## src/rtl/gsat_pkg.sv

```systemverilog
package gsat_pkg;
  typedef enum logic [2:0] {
    ST_IDLE  = 3'd0,
    ST_INIT  = 3'd1,
    ST_CINIT = 3'd2,
    ST_FLIP  = 3'd3,
    ST_MAXM  = 3'd4,
    ST_DONE  = 3'd5,
    ST_FAIL  = 3'd6
  } gsat_state_e;
endpackage

```

## src/rtl/gsat_lfsr.sv

```systemverilog
module gsat_lfsr #(
  parameter int          WIDTH = 16,
  parameter logic [15:0] TAPS  = 16'hB400,
  parameter logic [15:0] SEED  = 16'hACE1
) (
  input  logic             clk,
  input  logic             rst_n,
  output logic [WIDTH-1:0] state
);
  logic [WIDTH-1:0] state_q, state_d;

  always_comb begin
    if (state_q[0]) state_d = (state_q >> 1) ^ TAPS[WIDTH-1:0];
    else            state_d = state_q >> 1;
  end

  always_ff @(posedge clk or negedge rst_n) begin
    if (!rst_n) state_q <= SEED[WIDTH-1:0];
    else        state_q <= state_d;
  end

  assign state = state_q;
endmodule

```

## src/rtl/gsat_occ_mem.sv

```systemverilog
module gsat_occ_mem #(
  parameter int NUM_VARS = 8,
  parameter int WORD_W   = 16,
  localparam int AW      = (NUM_VARS > 1) ? $clog2(NUM_VARS) : 1
) (
  input  logic              clk,
  input  logic              wr_en,
  input  logic [AW-1:0]     wr_addr,
  input  logic [WORD_W-1:0] wr_data,
  input  logic [AW-1:0]     rd_addr,
  output logic [WORD_W-1:0] rd_data
);
  logic [WORD_W-1:0] mem_q [NUM_VARS];

  always_ff @(posedge clk) begin
    if (wr_en) mem_q[wr_addr] <= wr_data;
  end

  assign rd_data = mem_q[rd_addr];
endmodule

```

## src/rtl/gsat_clause_bank.sv

```systemverilog
module gsat_clause_bank #(
  parameter int NUM_VARS    = 8,
  parameter int NUM_CLAUSES = 8,
  localparam int WORD_W     = 2 * NUM_CLAUSES,
  localparam int CW         = $clog2(NUM_VARS + 1),
  localparam int SW         = $clog2(NUM_CLAUSES + 1)
) (
  input  logic              clk,
  input  logic              rst_n,
  input  logic              clr,
  input  logic              add,
  input  logic              commit,
  input  logic [WORD_W-1:0] word,
  input  logic              val,
  output logic [SW-1:0]     cur_sat,
  output logic [SW-1:0]     prev_sat
);
  logic [NUM_CLAUSES-1:0] sat_now, sat_flip;

  for (genvar c = 0; c < NUM_CLAUSES; c++) begin : g_clause
    logic [CW-1:0] cnt_q, cnt_d, cnt_flip;
    logic          pres, lit_ok;

    assign pres   = word[2*c+1];
    assign lit_ok = pres && (word[2*c] == val);

    always_comb begin
      if (!pres)       cnt_flip = cnt_q;
      else if (lit_ok) cnt_flip = cnt_q - CW'(1);
      else             cnt_flip = cnt_q + CW'(1);
    end

    always_comb begin
      cnt_d = cnt_q;
      if (clr)              cnt_d = '0;
      else if (add && lit_ok) cnt_d = cnt_q + CW'(1);
      else if (commit)      cnt_d = cnt_flip;
    end

    always_ff @(posedge clk or negedge rst_n) begin
      if (!rst_n) cnt_q <= '0;
      else        cnt_q <= cnt_d;
    end

    assign sat_now[c]  = (cnt_q != '0);
    assign sat_flip[c] = (cnt_flip != '0);
  end

  always_comb begin
    cur_sat  = '0;
    prev_sat = '0;
    for (int c = 0; c < NUM_CLAUSES; c++) begin
      cur_sat  = cur_sat  + SW'(sat_now[c]);
      prev_sat = prev_sat + SW'(sat_flip[c]);
    end
  end
endmodule

```

## src/rtl/gsat_ctrl.sv

```systemverilog
module gsat_ctrl
  import gsat_pkg::*;
#(
  parameter int NUM_VARS     = 8,
  parameter int NUM_CLAUSES  = 8,
  parameter int MAX_ATTEMPTS = 16,
  localparam int VW          = (NUM_VARS > 1) ? $clog2(NUM_VARS) : 1,
  localparam int SW          = $clog2(NUM_CLAUSES + 1),
  localparam int GW          = SW + 1,
  localparam int ATW         = $clog2(MAX_ATTEMPTS + 1)
) (
  input  logic                clk,
  input  logic                rst_n,
  input  logic                start,
  input  logic [NUM_VARS-1:0] rnd_bits,
  input  logic                tie_bit,
  input  logic [SW-1:0]       cur_sat,
  input  logic [SW-1:0]       prev_sat,
  output logic [VW-1:0]       mem_addr,
  output logic                bank_clr,
  output logic                bank_add,
  output logic                bank_commit,
  output logic                var_val,
  output logic                done,
  output logic                fail,
  output logic [NUM_VARS-1:0] assignment
);
  gsat_state_e          state_q, state_d;
  logic [VW-1:0]        idx_q, idx_d;
  logic [VW-1:0]        best_idx_q, best_idx_d;
  logic signed [GW-1:0] best_gain_q, best_gain_d;
  logic [ATW-1:0]       att_q, att_d;
  logic [NUM_VARS-1:0]  asg_q, asg_d;
  logic signed [GW-1:0] gain;
  logic                 last_idx, all_sat, take;

  assign gain     = $signed({1'b0, prev_sat}) - $signed({1'b0, cur_sat});
  assign last_idx = (idx_q == VW'(NUM_VARS - 1));
  assign all_sat  = (cur_sat == SW'(NUM_CLAUSES));
  assign take     = (idx_q == '0) || (gain > best_gain_q) ||
                    ((gain == best_gain_q) && tie_bit);
  assign mem_addr = (state_q == ST_MAXM) ? best_idx_q : idx_q;
  assign var_val  = asg_q[mem_addr];

  always_comb begin
    state_d     = state_q;
    idx_d       = idx_q;
    best_idx_d  = best_idx_q;
    best_gain_d = best_gain_q;
    att_d       = att_q;
    asg_d       = asg_q;
    bank_clr    = 1'b0;
    bank_add    = 1'b0;
    bank_commit = 1'b0;
    case (state_q)
      ST_IDLE, ST_DONE, ST_FAIL: begin
        if (start) state_d = ST_INIT;
      end
      ST_INIT: begin
        bank_clr = 1'b1;
        asg_d    = rnd_bits;
        att_d    = '0;
        idx_d    = '0;
        state_d  = ST_CINIT;
      end
      ST_CINIT: begin
        bank_add = 1'b1;
        if (last_idx) begin
          idx_d   = '0;
          state_d = ST_FLIP;
        end else begin
          idx_d = idx_q + VW'(1);
        end
      end
      ST_FLIP: begin
        if ((idx_q == '0) && all_sat) begin
          state_d = ST_DONE;
        end else begin
          if (take) begin
            best_gain_d = gain;
            best_idx_d  = idx_q;
          end
          if (last_idx) begin
            idx_d   = '0;
            state_d = ST_MAXM;
          end else begin
            idx_d = idx_q + VW'(1);
          end
        end
      end
      ST_MAXM: begin
        bank_commit           = 1'b1;
        asg_d[best_idx_q]     = ~asg_q[best_idx_q];
        idx_d                 = '0;
        state_d               = ST_FLIP;
        if (best_gain_q <= 0) begin
          if (att_q == ATW'(MAX_ATTEMPTS - 1)) state_d = ST_FAIL;
          else                                 att_d   = att_q + ATW'(1);
        end
      end
      default: state_d = ST_IDLE;
    endcase
  end

  always_ff @(posedge clk or negedge rst_n) begin
    if (!rst_n) begin
      state_q     <= ST_IDLE;
      idx_q       <= '0;
      best_idx_q  <= '0;
      best_gain_q <= '0;
      att_q       <= '0;
      asg_q       <= '0;
    end else begin
      state_q     <= state_d;
      idx_q       <= idx_d;
      best_idx_q  <= best_idx_d;
      best_gain_q <= best_gain_d;
      att_q       <= att_d;
      asg_q       <= asg_d;
    end
  end

  assign done       = (state_q == ST_DONE);
  assign fail       = (state_q == ST_FAIL);
  assign assignment = asg_q;
endmodule

```

## src/rtl/gsat_top.sv

```systemverilog
module gsat_top #(
  parameter int          NUM_VARS     = 8,
  parameter int          NUM_CLAUSES  = 8,
  parameter int          MAX_ATTEMPTS = 16,
  parameter int          LFSR_W       = 16,
  parameter logic [15:0] LFSR_SEED    = 16'hACE1,
  localparam int         VW           = (NUM_VARS > 1) ? $clog2(NUM_VARS) : 1,
  localparam int         WORD_W       = 2 * NUM_CLAUSES,
  localparam int         SW           = $clog2(NUM_CLAUSES + 1)
) (
  input  logic                clk,
  input  logic                rst_n,
  input  logic                start,
  input  logic                wr_en,
  input  logic [VW-1:0]       wr_addr,
  input  logic [WORD_W-1:0]   wr_data,
  output logic                done,
  output logic                fail,
  output logic [NUM_VARS-1:0] assignment
);
  logic [1:0]          rst_sync_q;
  logic                rst_core_n;
  logic [LFSR_W-1:0]   lfsr_state;
  logic [NUM_VARS-1:0] rnd_bits;
  logic [VW-1:0]       mem_addr;
  logic [WORD_W-1:0]   mem_word;
  logic                bank_clr, bank_add, bank_commit, var_val;
  logic [SW-1:0]       cur_sat, prev_sat;

  always_ff @(posedge clk or negedge rst_n) begin
    if (!rst_n) rst_sync_q <= 2'b00;
    else        rst_sync_q <= {rst_sync_q[0], 1'b1};
  end
  assign rst_core_n = rst_sync_q[1];

  gsat_lfsr #(.WIDTH(LFSR_W), .TAPS(16'hB400), .SEED(LFSR_SEED)) u_lfsr (
    .clk(clk), .rst_n(rst_core_n), .state(lfsr_state)
  );

  for (genvar i = 0; i < NUM_VARS; i++) begin : g_rnd
    assign rnd_bits[i] = lfsr_state[i % LFSR_W];
  end

  gsat_occ_mem #(.NUM_VARS(NUM_VARS), .WORD_W(WORD_W)) u_mem (
    .clk(clk), .wr_en(wr_en), .wr_addr(wr_addr), .wr_data(wr_data),
    .rd_addr(mem_addr), .rd_data(mem_word)
  );

  gsat_clause_bank #(.NUM_VARS(NUM_VARS), .NUM_CLAUSES(NUM_CLAUSES)) u_bank (
    .clk(clk), .rst_n(rst_core_n), .clr(bank_clr), .add(bank_add),
    .commit(bank_commit), .word(mem_word), .val(var_val),
    .cur_sat(cur_sat), .prev_sat(prev_sat)
  );

  gsat_ctrl #(.NUM_VARS(NUM_VARS), .NUM_CLAUSES(NUM_CLAUSES),
              .MAX_ATTEMPTS(MAX_ATTEMPTS)) u_ctrl (
    .clk(clk), .rst_n(rst_core_n), .start(start),
    .rnd_bits(rnd_bits), .tie_bit(lfsr_state[LFSR_W-1]),
    .cur_sat(cur_sat), .prev_sat(prev_sat), .mem_addr(mem_addr),
    .bank_clr(bank_clr), .bank_add(bank_add), .bank_commit(bank_commit),
    .var_val(var_val), .done(done), .fail(fail), .assignment(assignment)
  );
endmodule

```

## config.mk

```make
export PLATFORM = sky130hd
export DESIGN_NAME = gsat_top
export DESIGN_NICKNAME = d
export VERILOG_FILES = /design/src/rtl/gsat_pkg.sv /design/src/rtl/gsat_lfsr.sv /design/src/rtl/gsat_occ_mem.sv /design/src/rtl/gsat_clause_bank.sv /design/src/rtl/gsat_ctrl.sv /design/src/rtl/gsat_top.sv
export SDC_FILE = /design/constraint.sdc
export NUM_CORES = 1
export LEC_CHECK = 0
export BUFFER_PORTS_ARGS = -buffer_cell sky130_fd_sc_hd__buf_2
export CORE_ASPECT_RATIO = 0.6
export CORE_MARGIN = 1.5
export CORE_UTILIZATION = 50
export CTS_BUF_LIST = sky130_fd_sc_hd__clkbuf_16
export DETAILED_ROUTE_END_ITERATION = 7
export PLACE_DENSITY = 0.66
export SETUP_SLACK_MARGIN = 0.2
export SLEW_MARGIN = 5
export SYNTH_ARGS = -nofsm -noshare
export SYNTH_HDL_FRONTEND = slang
export SYNTH_SLANG_ARGS = --single-unit
export TNS_END_PERCENT = 50
```

## constraint.sdc

```tcl
create_clock -name clk -period 5.1 [get_ports clk]
set_input_delay 1.275 -clock clk [delete_from_list [all_inputs] [get_ports clk]]
set_output_delay 1.275 -clock clk [all_outputs]
set_load 0.01 [all_outputs]
```

==> flow_metrics.tcl <==
set metrics [dict create \
    fin_skew_ns 0.0242 \
    first_global_vias 9203 \
    fmax_mhz 145 \
    ys_async_sr_fraction 0.376 \
    nets 1375 \
    critPathMaxStageDelay_ns 0.50 \
    rows 43 \
    gp_congestion 0.894 \
    synth_area_leaders "edfxtp_1 33%, dfrtp_1 15%, nand2_1 4.2%, ha_1 3.9%, mux2i_1 3.5%" \
    synth_nets 1173 \
    die_h_microns 121 \
    grt_overflow 0 \
    cts_hold_buf 0 \
    clockRootBuffer "clkbuf_16" \
    port_buffers 32 \
    antenna_found_initial 1 \
    wl_mm 33.4 \
    synth.cell_area_sq_um 11700 \
    design_area_sq_um 14700 \
    ys_warn_count 0 \
    cts_max_path_buffers 3 \
    hold_ws_ns 0.347 \
    met3_usage 0.0642 \
    wl_per_cell_microns 20.4 \
    met1_usage 0.436 \
    grt_max_degree 76 \
    core_sq_um 23000 \
    routed_via_density 5.92 \
    pin_count 33 \
    syn_inst 1105 \
    synth_top_area_frac 0.329 \
    hold_viol_final 0 \
    vias 9691 \
    cts.clk_slew.worst_paths_ns 0.07 \
    drtIter0Drc 950 \
    insertedDiodeCount 0 \
    critPathMaxFanout 6 \
    placed_cells 1580 \
    synth-edff-count 128 \
    cp-end-kind "flip-flop" \
    synth-seq-area-share 0.495 \
    cp_common_cell "fa_1" \
    yosys.area.top_type "edfxtp_1" \
    required_ns 5.52 \
    dieArea_sq_um 24300 \
    setup_viol 8 \
    max_cap_violations 0 \
    slew_viol_final 0 \
    arrival_ns 7.31 \
    fillers 1845 \
    status "finished, violations left" \
    synth_flop_cell "edfxtp_1" \
    layout_setup_ws_ns -1.80 \
    htreeDepth 1 \
    grt_use_total 0.278 \
    period_share 1.35 \
    synthTopCellsByCount "130 x nand2_1, 128 x edfxtp_1, 72 x nor2_1" \
    min_period_ns 6.90 \
    tightestPinTransition_ns 1.16 \
    critPathKind "flip-flop to flip-flop" \
    crit_path_top_delay_cell "fa_1" \
    slew_headroom 0.225 \
    rsz0062_at_grt "yes" \
    clkSinkCount 205 \
    grt_pass1_wl_mm 52.2 \
    critPathLaunchType "flip-flop" \
    dp_hpwl_mm 23.1 \
    initial_core_util 0.507 \
    violations "negative setup slack" \
    die_x_microns 200 \
    grt.busiest_layer "met1" \
    hold_path.class "flip-flop to flip-flop" \
    clk_latency_ns 0.53 \
    synth_cell_types 85 \
    postPlaceCellArea_sq_um 13500 \
    layout-drive-gt1-share 0.282 \
    cts_tree "yes" \
    syn_to_final_growth_pct 26.0 \
    dr.pass1.iters 6 \
    cts_buffers 20 \
    avgSynthCellArea_sq_um 10.6 \
    fin_cells 1636 \
    ys_seq_elements 205 \
    drtAntennaViolNets 0 \
    synth.most_common_cell "nand2_1" \
    drc_errors 0 \
    gr-usage-met2 0.388 \
]
-- layer usage --
metal / part of all wire / wire (microns) / up-vias
met1: 0.48 / 15900 / 4736
met5: 0.00039 / 13 / -
met4: 0.018 / 606 / 2
met3: 0.094 / 3120 / 36
met2: 0.41 / 13700 / 388
li1: - / - / 4529
-- critical path: cells and delay by family, from the launching register on --
family,cells,cell delay [ns]
adders and majority gates,7,2.48
AOI/OAI and AO/OA,7,1.21
buffers and inverters,3,0.27
xor gates and xnor gates,2,0.34
DFF,1,0.41
muxes,4,0.92
and+or+nand+nor,5,1.16
-- state kept, by name, summed over array words and instances (netlist names) --
register / cells
u_mem.mem_q: 128
u_bank.g_clause.cnt_q: 32
u_lfsr.state: 16
u_ctrl.assignment: 8
u_ctrl.att_q: 5
u_ctrl.best_gain_q: 5
u_ctrl.best_idx_q: 3
u_ctrl.idx_q: 3
u_ctrl.state_q: 3
rst_sync_q: 2
-- what timing repair did --
action | 4_1_cts | 5_1_grt
cloned | 3 | 0
pin swaps | 20 | 11
buffers inserted | 13 | 4
setup endpoints to repair | 8 | 14
gates resized for setup | 41 | 17
-- area by class of cell --
class,instances,area [sq um],area share
flip-flops and latches,205,5790,0.393
multi-input cells,776,5690,0.386
repair buffers,251,1950,0.133
clock buffers,20,500,0.0340
well taps,315,394,0.0268
clock inverters,16,204,0.0139
inverters,53,199,0.0135
-- cell families after synthesis --
| kind of cell | count (synthesis) | share of synthesized area |
|---|---|---|
| AND/OR/NAND/NOR | 362 | 0.148 |
| AO/OA/AOI/OAI | 256 | 0.153 |
| flip-flops | 205 | 0.495 |
| buffers and inverters | 125 | 0.0441 |
| multiplexers | 62 | 0.0681 |
| XOR/XNOR | 49 | 0.0374 |
| adder cells (fa/ha/maj) | 45 | 0.0540 |
| other | 1 | 0.000321 |
-- stage by stage --
stage / util / worst slack (ns) / TNS, ns
5_1_grt: 0.639 / -2.07 / -16.22
3_3_place_gp: 0.588 / -2.08 / -15.92
6_report: 0.639 / -1.80 / -14.05
4_1_cts: 0.634 / -1.79 / -13.70
2_1_floorplan: - / -1.92 / -13.92
3_5_place_dp: 0.588 / -2.18 / -16.61
-- layout by cell type (no fill, tap or decap), types with 24 or more instances in the layout --
| cell | count |
|---|---|
| a21oi_1 | 40 |
| buf_2 | 32 |
| buf_4 | 204 |
| dfrtp_1 | 67 |
| edfxtp_1 | 128 |
| ha_1 | 34 |
| inv_1 | 52 |
| mux2i_1 | 37 |
| nand2_1 | 129 |
| nand3_1 | 55 |
| nor2_1 | 66 |
| o21ai_0 | 50 |
| xor2_1 | 24 |
-- final timing paths --
check / from / endpoint / slack [ns] / depth (start not counted)
setup reg to reg: u_ctrl.state_q[0]$_DFFE_PN0P_ / u_ctrl.best_idx_q[0]$_DFFE_PN0P_ / -1.80 / 28
hold / removal: rst_sync_q[0]$_DFF_PN0_ / rst_sync_q[1]$_DFF_PN0_ / 0.35 / 0
min in group asynchronous: rst_sync_q[1]$_DFF_PN0_ / u_ctrl.assignment[7]$_DFFE_PN0P_ / 0.52 / 0
max in group asynchronous: rst_sync_q[1]$_DFF_PN0_ / u_ctrl.idx_q[1]$_DFFE_PN0P_ / 3.87 / 0
setup / recovery: u_ctrl.state_q[0]$_DFFE_PN0P_ / u_ctrl.best_idx_q[0]$_DFFE_PN0P_ / -1.80 / 28
hold reg to reg: rst_sync_q[0]$_DFF_PN0_ / rst_sync_q[1]$_DFF_PN0_ / 0.35 / 0
Power is not shown: default switching activity piles up to over one toggle a cycle in this logic, so the estimate is an artifact.
